<file path="src/rtl/chain_exc_ctl.sv">
module chain_exc_ctl #(
  parameter int AW      = 16,
  parameter int NFLAG   = 8,
  parameter int NSTATE  = 4,
  parameter int PCI_BIT = 0,
  localparam int SW = (NSTATE > 1) ? $clog2(NSTATE) : 1,
  localparam int FW = (NFLAG > 1) ? $clog2(NFLAG) : 1
) (
  input  logic             clk,
  input  logic             rst_n,
  input  logic             chain_cmd,
  input  logic             op_end,
  input  logic             ccw_fetch,
  input  logic [AW-1:0]    ccw_addr,
  input  logic             ccw_pci,
  input  logic [AW:0]      mem_size,
  input  logic             mm_parity_err,
  input  logic             sp_parity_err,
  input  logic             status_clr,
  input  logic [NFLAG-1:0] flag_set,
  input  logic [NFLAG-1:0] flag_clr,
  input  logic             mask_we,
  input  logic [SW-1:0]    mask_wsel,
  input  logic [NFLAG-1:0] mask_wdata,
  input  logic [SW-1:0]    cur_state,
  output logic [7:0]       status,
  output logic             dev_end_next,
  output logic             dev_raise_int,
  output logic             end_svc,
  output logic             int_take,
  output logic [FW-1:0]    int_sel
);

  logic             pchk_q, ccc_q;
  logic             endn_q, rint_q, svc_q;
  logic [NFLAG-1:0] flags_q;
  logic [NFLAG-1:0] mask_q [NSTATE];
  logic [NFLAG-1:0] cur_mask, pend;

  wire addr_bad  = ccw_fetch && ({1'b0, ccw_addr} >= mem_size);
  wire fetch_par = ccw_fetch && mm_parity_err;
  wire any_evt   = op_end || addr_bad || fetch_par || sp_parity_err;

  wire [NFLAG-1:0] pci_set = (ccw_fetch && ccw_pci) ? (NFLAG'(1) << PCI_BIT) : '0;

  always_ff @(posedge clk) begin
    if (!rst_n) begin
      pchk_q <= 1'b0;
      ccc_q  <= 1'b0;
      endn_q <= 1'b0;
      rint_q <= 1'b0;
      svc_q  <= 1'b0;
    end else begin
      pchk_q <= (pchk_q && !status_clr) || addr_bad;
      ccc_q  <= (ccc_q && !status_clr) || fetch_par || sp_parity_err;
      endn_q <= any_evt && !chain_cmd;
      rint_q <= any_evt && chain_cmd;
      svc_q  <= op_end && !chain_cmd;
    end
  end

  always_ff @(posedge clk) begin
    if (!rst_n) flags_q <= '0;
    else        flags_q <= (flags_q & ~flag_clr) | flag_set | pci_set;
  end

  for (genvar s = 0; s < NSTATE; s++) begin : g_mask
    always_ff @(posedge clk) begin
      if (!rst_n)
        mask_q[s] <= '0;
      else if (mask_we && (32'(mask_wsel) == s))
        mask_q[s] <= mask_wdata;
    end
  end

  always_comb begin
    cur_mask = '0;
    for (int s = 0; s < NSTATE; s++)
      if (32'(cur_state) == s) cur_mask = mask_q[s];
  end

  assign pend = flags_q & cur_mask;

  always_comb begin
    int_sel = '0;
    for (int i = NFLAG - 1; i >= 0; i--)
      if (pend[i]) int_sel = FW'(i);
  end

  assign int_take      = |pend;
  assign status        = {6'b0, ccc_q, pchk_q};
  assign dev_end_next  = endn_q;
  assign dev_raise_int = rint_q;
  assign end_svc       = svc_q;

endmodule


</file>
<file path="config.mk">
export PLATFORM = sky130hd
export DESIGN_NAME = chain_exc_ctl
export DESIGN_NICKNAME = d
export VERILOG_FILES = /design/src/rtl/chain_exc_ctl.sv
export SDC_FILE = /design/constraint.sdc
export NUM_CORES = 1
export LEC_CHECK = 0
export CELL_PAD_IN_SITES_DETAIL_PLACEMENT = 0
export CELL_PAD_IN_SITES_GLOBAL_PLACEMENT = 1
export CORE_ASPECT_RATIO = 1.4
export CORE_MARGIN = 4
export CORE_UTILIZATION = 51
export DETAILED_ROUTE_END_ITERATION = 12
export DONT_BUFFER_PORTS = 1
export PLACE_DENSITY = 0.87
export SLEW_MARGIN = 20
export SYNTH_ARGS = -nofsm -noshare
export SYNTH_HDL_FRONTEND = slang
export SYNTH_SLANG_ARGS = --single-unit
</file>
<file path="constraint.sdc">
create_clock -name clk -period 3.9 [get_ports clk]
set_clock_uncertainty 0.1 [all_clocks]
set_input_delay 0.585 -clock clk [delete_from_list [all_inputs] [get_ports clk]]
set_output_delay 0.585 -clock clk [all_outputs]
set_load 0.02 [all_outputs]
</file>
==> results.sh, run 1 <==
export IMPL_status="complete, no violations"
export IMPL_htreeDepth=2
export IMPL_clockBufferDepth=2
export IMPL_pre_cts_ws_ps=1390
export IMPL_drtAntennaViolNets=0
export IMPL_multi_input_area_um2=1100
export IMPL_fin_nets=309
export IMPL_final_common_cell="and2_1"
export IMPL_swShare=0.245
export IMPL_drc=0
export IMPL_critical_path_slowest_cell="nor3_1"
export IMPL_die_w_um=66.7
export IMPL_ys_seq_elements=45
export IMPL_tns_ps=0
export IMPL_antenna_cells=0
export IMPL_finalHoldViolCount=0
export IMPL_worst_slack_ps=1310
export IMPL_dieArea_um2=6010
export IMPL_grt_use_total=0.149
export IMPL_io_pins=86
export IMPL_grt_max_degree=19
export IMPL_cap_violations=0
export IMPL_worstMarginPinSlew_ps=755
export IMPL_endpoint_kind="output port"
export IMPL_die_h_um=90.1
export IMPL_switchingPower_uw=237
export IMPL_gp_routability_congestion=0.785
export IMPL_arrival_ps=1910
export IMPL_cts_made_buffers=5
export IMPL_critPathRequiredTime_ps=3210
export IMPL_syn_area_per_cell_um2=11.1
export IMPL_setup_viol=0
export IMPL_grt_antenna_before_repair=0
export IMPL_fillerInstances=419
export IMPL_seq_area_um2=1220
export IMPL_start_kind="flip-flop"
export IMPL_area_delta_synth_final_pct=4.63
export IMPL_drt_pass1_iterations=4
export IMPL_path_cells="mux4_2 -> nand2_1 -> nand2_1 -> nor3_1"
export IMPL_r2r_slack_ps=2990
export IMPL_worst_path_most_repeated_cell="nand2_1"
export IMPL_io_buffers=0
export IMPL_rsz0062_at_grt="false"
export IMPL_pwr_density_cell_nw_per_um2=375
export IMPL_max_stage_delay_ps=560
export IMPL_grt_pass1_vias=1510
export IMPL_cts_tree="yes"
export IMPL_period_needed_ps=2590
export IMPL_critPathKind="reg2out"
export IMPL_start_util=0.533
export IMPL_period_share=0.664
export IMPL_netlist_area_um2=2460
export IMPL_power_share_clock=0.294
export IMPL_fmax_mhz=386
export IMPL_cts_resized=0
export IMPL_path_max_fanout=3
export IMPL_drv_slew=0
export IMPL_overflow=0
export IMPL_post_cts_setup_buffers=0
export IMPL_slew_headroom=0.493
export IMPL_p_comb_frac=0.126
export IMPL_p_seq_frac=0.581
export IMPL_most_common_layout_cells="and2_1 (33), edfxtp_1 (32), inv_1 (19), nand2_1 (19), ha_1 (16)"
export IMPL_core_area_um2=4610
export IMPL_drive_above_1_share=0.0897
export IMPL_post_dp_hpwl_um=3640
export IMPL_yosysSeqAreaShare=0.497
export IMPL_yosysWarnings=0
export IMPL_rows=29
export IMPL_clk_pin_slew_worst_paths_ps=80
export IMPL_utilization=0.558
export IMPL_root_buffer="clkbuf_8"
export IMPL_synthCells=221
export IMPL_hold_buffers=0
export IMPL_peakVddDrop_mv=0.175
export IMPL_hp_class="in2reg"
export IMPL_internal_power_uw=728
export IMPL_num_vias=1531
export IMPL_synth_cell_types=32
export IMPL_viasPerCell=5.37
export IMPL_initialDrtViolationCount=55
export IMPL_wire_per_inst_um=15.0
export IMPL_cts_sinks=45
export IMPL_p_leak_nw=1.06
export IMPL_wirelength_um=4280
export IMPL_grt_pass1_wl_um=6770
export IMPL_insertion_delay_ps=290
[sequential cells by signal (all words and copies together), names as in the netlist]
register and flops:
ccc_q 1, flags_q 8, mask_q 32, pchk_q 1
dev_end_next 1, dev_raise_int 1, end_svc 1
[cell type report]
type | instances | area share
clock buffers | 5 | 0.0268
flip-flops and latches | 45 | 0.475
repair buffers | 1 | 0.00292
clock inverters | 3 | 0.00827
multi-input cells | 150 | 0.429
well taps | 62 | 0.0302
inverters | 19 | 0.0277
[critical path: cells and delay by family, from the launching register on]
kind,cells,cell delay [ps]
simple gates,3,760
mux,1,470
flops,1,380
[power by group through the flow]
stage / Clock [mW] / Sequential [mW] / Combinational [mW]
after floorplan: 0 / 0.564 / 0.118
after global placement: 0 / 0.572 / 0.120
after detailed placement: 0 / 0.572 / 0.122
after CTS: 0.288 / 0.561 / 0.123
after global routing: 0.313 / 0.563 / 0.137
final: 0.283 / 0.560 / 0.121
[path summary, 6_finish.rpt]
path | from | endpoint | cells past startpoint
setup / recovery | mask_q[2][0] | int_sel[2] | 4
hold / removal | chain_cmd | dev_raise_int | 2
setup reg to reg | flags_q[0] | flags_q[0] | 2
hold reg to reg | pchk_q | pchk_q | 2
[per-layer routing]
layer / part of all wire / track usage / vias to the layer above / routed length [µm]
li1: - / - / 761 / -
met1: 0.39 / 0.171 / 704 / 1650
met2: 0.52 / 0.243 / 57 / 2200
met3: 0.074 / 0.0461 / 9 / 318
met4: 0.025 / 0.0780 / 0 / 105
met5: 0 / 0 / - / 0
[per-stage QoR]
stage | power [mW] | cell area [µm²] | instances | hold WS, ps
6_report | 0.964 | 2570 | 285 | 296
5_1_grt | 1.01 | 2570 | 285 | 286
4_1_cts | 0.972 | 2570 | 285 | 285
3_5_place_dp | 0.694 | 2480 | 277 | 472
3_3_place_gp | 0.692 | 2480 | 277 | 462
2_1_floorplan | 0.682 | 2480 | 226 | 344
[kinds of logic after synthesis]
kind of cell	Yosys count	synth area share
multiplexers	8	0.0733
buffers and inverters	31	0.0616
AO/OA/AOI/OAI	33	0.0932
flip-flops	45	0.497
adder cells (fa/ha/maj)	16	0.0815
AND/OR/NAND/NOR	87	0.192
other	1	0.00153
[Yosys cell counts, drive strengths merged]
cell / n / area [µm²]
and2: 33 / 206
edfxtp: 32 / 961
inv: 19 / 71.3
nand2: 19 / 71.3
ha: 16 / 200
dfxtp: 13 / 260
buf: 10 / 72.6
nor2b: 10 / 62.6
a21oi: 9 / 48.8
mux4: 8 / 180
nor2: 8 / 30.0
o21a: 8 / 60.1
nand3: 7 / 35.0
nand2b: 5 / 31.3
o21ai: 5 / 25.0
a21boi: 4 / 30.0
clkbuf: 2 / 7.51
nand4: 2 / 12.5
a21o: 1 / 7.51
a221oi: 1 / 8.76
a311oi: 1 / 8.76
a31oi: 1 / 6.26
a41o: 1 / 10.0
conb: 1 / 3.75
nor3: 1 / 5.00
nor4: 1 / 6.26
o21bai: 1 / 7.51
o311ai: 1 / 16.3
or4: 1 / 11.3
(Power assumes the default switching activity.)
==> inputs of run 2 (changes only) <==
Settings changed: CORE_UTILIZATION 51 to 43, PLACE_DENSITY 0.87 to 0.79.
Clock period 3.9 ns to 2.3 ns, I/O delays scaled along.
==> run 2 against run 1 <==
Effect of this change:
- core utilization shrank 8.2 points
- sequential power is 69% higher
- clock-buffer cell count unchanged
- non-clock buffer count up 6
- final area is 2.4% higher
- largest cell class unchanged
==> results.sh, run 2 (synthesized netlist as in run 1, its figures left out) <==
export IMPL_p_seq_frac=0.558
export IMPL_critPathKind="reg2out"
export IMPL_grt_max_degree=19
export IMPL_insertion_delay_ps=300
export IMPL_start_util=0.445
export IMPL_clk_pin_slew_worst_paths_ps=100
export IMPL_critical_path_slowest_cell="mux4_2"
export IMPL_multi_input_area_um2=1100
export IMPL_grt_antenna_before_repair=0
export IMPL_overflow=0
export IMPL_period_needed_ps=2160
export IMPL_fin_hold_ws_ps=62.8
export IMPL_area_delta_synth_final_pct=7.13
export IMPL_power_mw=1.70
export IMPL_largest_reg_flops=32
export IMPL_most_common_layout_cells="and2_1 (33), edfxtp_1 (32), inv_1 (19), nand2_1 (19), ha_1 (16)"
export IMPL_min_from="rst_n"
export IMPL_slew_headroom=0.609
export IMPL_postLayoutCellArea_um2=2630
export IMPL_htreeDepth=2
export IMPL_largest_register="mask_q"
export IMPL_io_buffers=0
export IMPL_drive_above_1_share=0.118
export IMPL_hp_class="in2reg"
export IMPL_swShare=0.258
export IMPL_p_leak_nw=1.09
export IMPL_path_cells="mux4_2 -> nand2_1 -> nand2_1 -> nor3_1 -> buf_4"
export IMPL_path_max_fanout=3
export IMPL_dieArea_um2=7010
export IMPL_reg2reg_from="flags_q[0]"
export IMPL_fmax_mhz=462
export IMPL_internal_power_mw=1.26
export IMPL_reg_top3="mask_q x32, flags_q x8"
export IMPL_max_stage_delay_ps=470
export IMPL_cts_sinks=45
export IMPL_root_buffer="clkbuf_8"
export IMPL_die_w_um=71.9
export IMPL_fin_nets=315
export IMPL_seq_area_um2=1220
export IMPL_cts_tree="yes"
export IMPL_rsz0062_at_grt="false"
export IMPL_fillerInstances=519
export IMPL_utilization=0.476
export IMPL_pwr_density_cell_nw_per_um2=644
export IMPL_peakVddDrop_mv=0.303
export IMPL_wire_per_inst_um=15.5
export IMPL_setup_viol=0
export IMPL_core_area_um2=5530
export IMPL_drt_pass1_iterations=3
export IMPL_critPathRequiredTime_ps=1860
export IMPL_arrival_ps=1720
export IMPL_post_dp_cell_area_um2=2530
export IMPL_p_comb_frac=0.131
export IMPL_rows=32
export IMPL_num_vias=1540
export IMPL_path_buf_inv=1
export IMPL_start_kind="flip-flop"
export IMPL_drv_slew=0
export IMPL_status="complete, no violations"
export IMPL_antenna_cells=0
export IMPL_viasPerCell=5.19
export IMPL_die_h_um=97.4
export IMPL_drtAntennaViolNets=0
export IMPL_post_dp_hpwl_um=3710
export IMPL_setup_worst_path_start="mask_q[0][2]"
export IMPL_cp_top_family="multiplexers"
export IMPL_finalHoldViolCount=0
export IMPL_clockBufferDepth=2
export IMPL_endpoint_kind="output port"
export IMPL_cap_violations=0
export IMPL_gp_routability_congestion=0.729
export IMPL_worst_path_most_repeated_cell="nand2_1"
export IMPL_grt_pass1_wl_um=7390
export IMPL_wirelength_um=4600
export IMPL_drc=0
export IMPL_final_common_cell="and2_1"
export IMPL_cts_made_buffers=5
export IMPL_switchingPower_uw=438
export IMPL_tns_ps=0
export IMPL_grt_use_total=0.136
export IMPL_io_pins=86
export IMPL_period_share=0.940
export IMPL_initialDrtViolationCount=15
export IMPL_power_share_clock=0.311
export IMPL_grt_pass1_vias=1598
export IMPL_worstMarginPinSlew_ps=584
-- run 2: changes by cell type in the layout (fill, tap and decap cells not counted), sizes merged --
| cell | change |
|---|---|
| inv | +2 |
| clkinv | -1 |
| clkinvlp | -1 |
| buf | +6 |
-- run 2: path summary, 6_finish.rpt --
kind,cells past startpoint,slack (ps),to
max,5,140,int_sel[2]
min,1,60,flags_q[6]
max reg2reg,2,1440,flags_q[0]
min reg2reg,2,460,flags_q[0]
-- run 2: power groups by stage --
stage                     logic, mW  registers [mW]  clock network (mW)
after floorplan               0.201           0.957                   0
after global placement        0.223           0.964                   0
after detailed placement      0.224           0.966                   0
after CTS                     0.226           0.947               0.543
after global routing          0.253           0.952               0.584
final                         0.222           0.946               0.528
-- run 2: metal layers --
metal  track usage  vias to the layer above  wire, µm
li1              -                      772         -
met1         0.139                      709      1650
met2         0.254                       52      2560
met3        0.0393                        7       313
met4        0.0492                        0        82
met5             0                        -         0
-- run 2: cell type report --
| cell class | instances | area share |
|---|---|---|
| sequential | 45 | 0.464 |
| clock buffer | 5 | 0.0261 |
| clock inverter | 3 | 0.0109 |
| multi-input combinational | 150 | 0.420 |
| tap | 68 | 0.0323 |
| inverter | 19 | 0.0271 |
| timing repair buffer | 7 | 0.0200 |
-- run 2: what timing repair did --
action / CTS / global route
hold buffers: 0 / 0
endpoints found under the setup margin: 0 / 2
setup buffers: 0 / 0
gates resized for setup: 0 / 1
-- run 2: per-stage QoR --
stage | std cells | worst slack (ps)
final | 297 | 137
after global routing | 297 | 0.392
after CTS | 297 | 85.5
after detailed placement | 289 | 271
after global placement | 289 | 295
after floorplan | 226 | 153
==> inputs of run 3 (changes only) <==
--- a/constraint.sdc
+++ b/constraint.sdc
@@ -4,2 +4,2 @@
 set_output_delay 0.345 -clock clk [all_outputs]
-set_load 0.02 [all_outputs]
+set_load 0.1 [all_outputs]
==> run 3 against run 2 <==
Effect of this change:
- clock-buffer cell count rose by 1
- worst setup slack lost 68 ps
- global-route usage increased by 0.80 points
- via count is 3.9% higher
- register-to-register slack worse by 160 ps
- clock power rose by 12%
- final area grew 7.1%
- critical path depth is 1 higher
- critical endpoint is now int_sel[0]
==> results.sh, run 3 (synthesized netlist as in run 1, its figures left out) <==
export IMPL_status="complete, no violations"
export IMPL_arrival_ps=1790
export IMPL_largest_register="mask_q"
export IMPL_p_leak_nw=1.17
export IMPL_critical_path_slowest_cell="mux4_2"
export IMPL_period_share=0.970
export IMPL_path_max_fanout=3
export IMPL_root_buffer="clkbuf_8"
export IMPL_peakVddDrop_mv=0.303
export IMPL_cap_violations=0
export IMPL_htreeDepth=2
export IMPL_overflow=0
export IMPL_setup_worst_path_start="mask_q[3][2]"
export IMPL_wire_per_inst_um=15.8
export IMPL_hold_buffers=0
export IMPL_fin_hold_ws_ps=68.9
export IMPL_drt_pass1_iterations=4
export IMPL_grt_max_degree=19
export IMPL_path_buf_inv=1
export IMPL_worst_slack_ps=69.9
export IMPL_drc=0
export IMPL_switchingPower_uw=575
export IMPL_num_vias=1600
export IMPL_grt_antenna_before_repair=0
export IMPL_drtAntennaViolNets=0
export IMPL_worstMarginPinSlew_ps=572
export IMPL_rows=32
export IMPL_drive_above_1_share=0.197
export IMPL_pwr_density_cell_nw_per_um2=705
export IMPL_grt_pass1_wl_um=7690
export IMPL_insertion_delay_ps=290
export IMPL_core_area_um2=5530
export IMPL_internal_power_mw=1.41
export IMPL_die_h_um=97.4
export IMPL_critPathRequiredTime_ps=1860
export IMPL_grt_use_total=0.144
export IMPL_p_seq_frac=0.474
export IMPL_pre_cts_ws_ps=277
export IMPL_power_mw=1.99
export IMPL_post_dp_hpwl_um=3940
export IMPL_initialDrtViolationCount=32
export IMPL_cts_made_buffers=5
export IMPL_cts_sinks=45
export IMPL_critPathKind="reg2out"
export IMPL_antenna_cells=0
export IMPL_clockBufferDepth=2
export IMPL_endpoint_kind="output port"
export IMPL_drv_slew=0
export IMPL_cts_tree="yes"
export IMPL_slew_headroom=0.617
export IMPL_most_common_layout_cells="and2_1 (33), edfxtp_1 (32), inv_1 (19)"
export IMPL_swShare=0.290
export IMPL_viasPerCell=5.23
export IMPL_clk_pin_slew_worst_paths_ps=80
export IMPL_min_from="chain_cmd"
export IMPL_p_comb_frac=0.227
export IMPL_max_stage_delay_ps=530
export IMPL_grt_pass1_vias=1732
export IMPL_hp_class="in2reg"
export IMPL_reg_top3="mask_q x32, flags_q x8"
export IMPL_die_w_um=71.9
export IMPL_cp_top_family="multiplexers"
export IMPL_setup_viol=0
export IMPL_finalHoldViolCount=0
export IMPL_gp_routability_congestion=0.772
export IMPL_area_delta_synth_final_pct=14.7
export IMPL_wirelength_um=4830
export IMPL_fmax_mhz=448
export IMPL_rsz0062_at_grt="true"
export IMPL_dieArea_um2=7010
export IMPL_period_needed_ps=2230
export IMPL_io_pins=86
export IMPL_start_kind="flip-flop"
export IMPL_final_common_cell="and2_1"
export IMPL_power_share_clock=0.299
export IMPL_largest_reg_flops=32
export IMPL_reg2reg_from="pchk_q"
export IMPL_start_util=0.445
export IMPL_path_cells="mux4_2 -> nand2_4 -> nand3_2 -> a21boi_1 -> a41o_2 -> buf_12"
export IMPL_io_buffers=0
export IMPL_fin_nets=324
-- run 3: changes by cell type in the layout (fill, tap and decap cells not counted), sizes merged --
cell    change
buf         +9
inv         -3
bufinv      +1
clkbuf      +1
clkinv      +1
-- run 3: what timing repair did --
action / 4_1_cts / 5_1_grt
endpoints found under the setup margin: 3 / 4
pin swaps: 1 / 6
resized for setup: 1 / 14
buffers inserted: 0 / 1
-- run 3: layer usage --
metal / global-route usage / share of wire
met5: 0 / 0
met4: 0.0637 / 0.019
met3: 0.0424 / 0.065
met2: 0.274 / 0.57
met1: 0.136 / 0.35
-- run 3: final cells by class --
| cell class | count | area, µm² |
|---|---|---|
| inverters | 19 | 71.3 |
| flip-flops and latches | 45 | 1220 |
| well taps | 68 | 85.1 |
| clock inverters | 2 | 38.8 |
| multi-input cells | 150 | 1160 |
| fillers | 518 | 2710 |
| clock buffers | 6 | 72.6 |
| repair buffers | 16 | 165 |
-- run 3: power groups by stage --
stage	clock network, mW	logic, mW	registers [mW]
floorplan	0	0.333	0.973
global placement	0	0.429	0.958
detailed placement	0	0.432	0.960
CTS	0.614	0.435	0.941
global route	0.634	0.481	0.948
finish	0.593	0.451	0.942
-- run 3: worst paths after layout --
kind                    to  slack, ps  cells after the start
max             int_sel[0]         70                      6
min          dev_raise_int         70                      2
max reg2reg         pchk_q       1280                      3
min reg2reg     flags_q[0]        490                      2
-- run 3: stage by stage --
step	instances	util	cell area (µm²)	TNS, ps
after detailed placement	297	0.479	2650	0
after global placement	297	0.479	2650	0
after CTS	305	0.500	2760	-5.88
final	306	0.510	2820	0
after floorplan	226	-	2490	-494
after global routing	306	0.510	2820	-23.0
-- run 3: worst reg2reg max path: stages (launching register included) --
cell and delay (ps):
dfxtp_1 320, buf_4 290, nand2b_1 110, a21boi_1 130
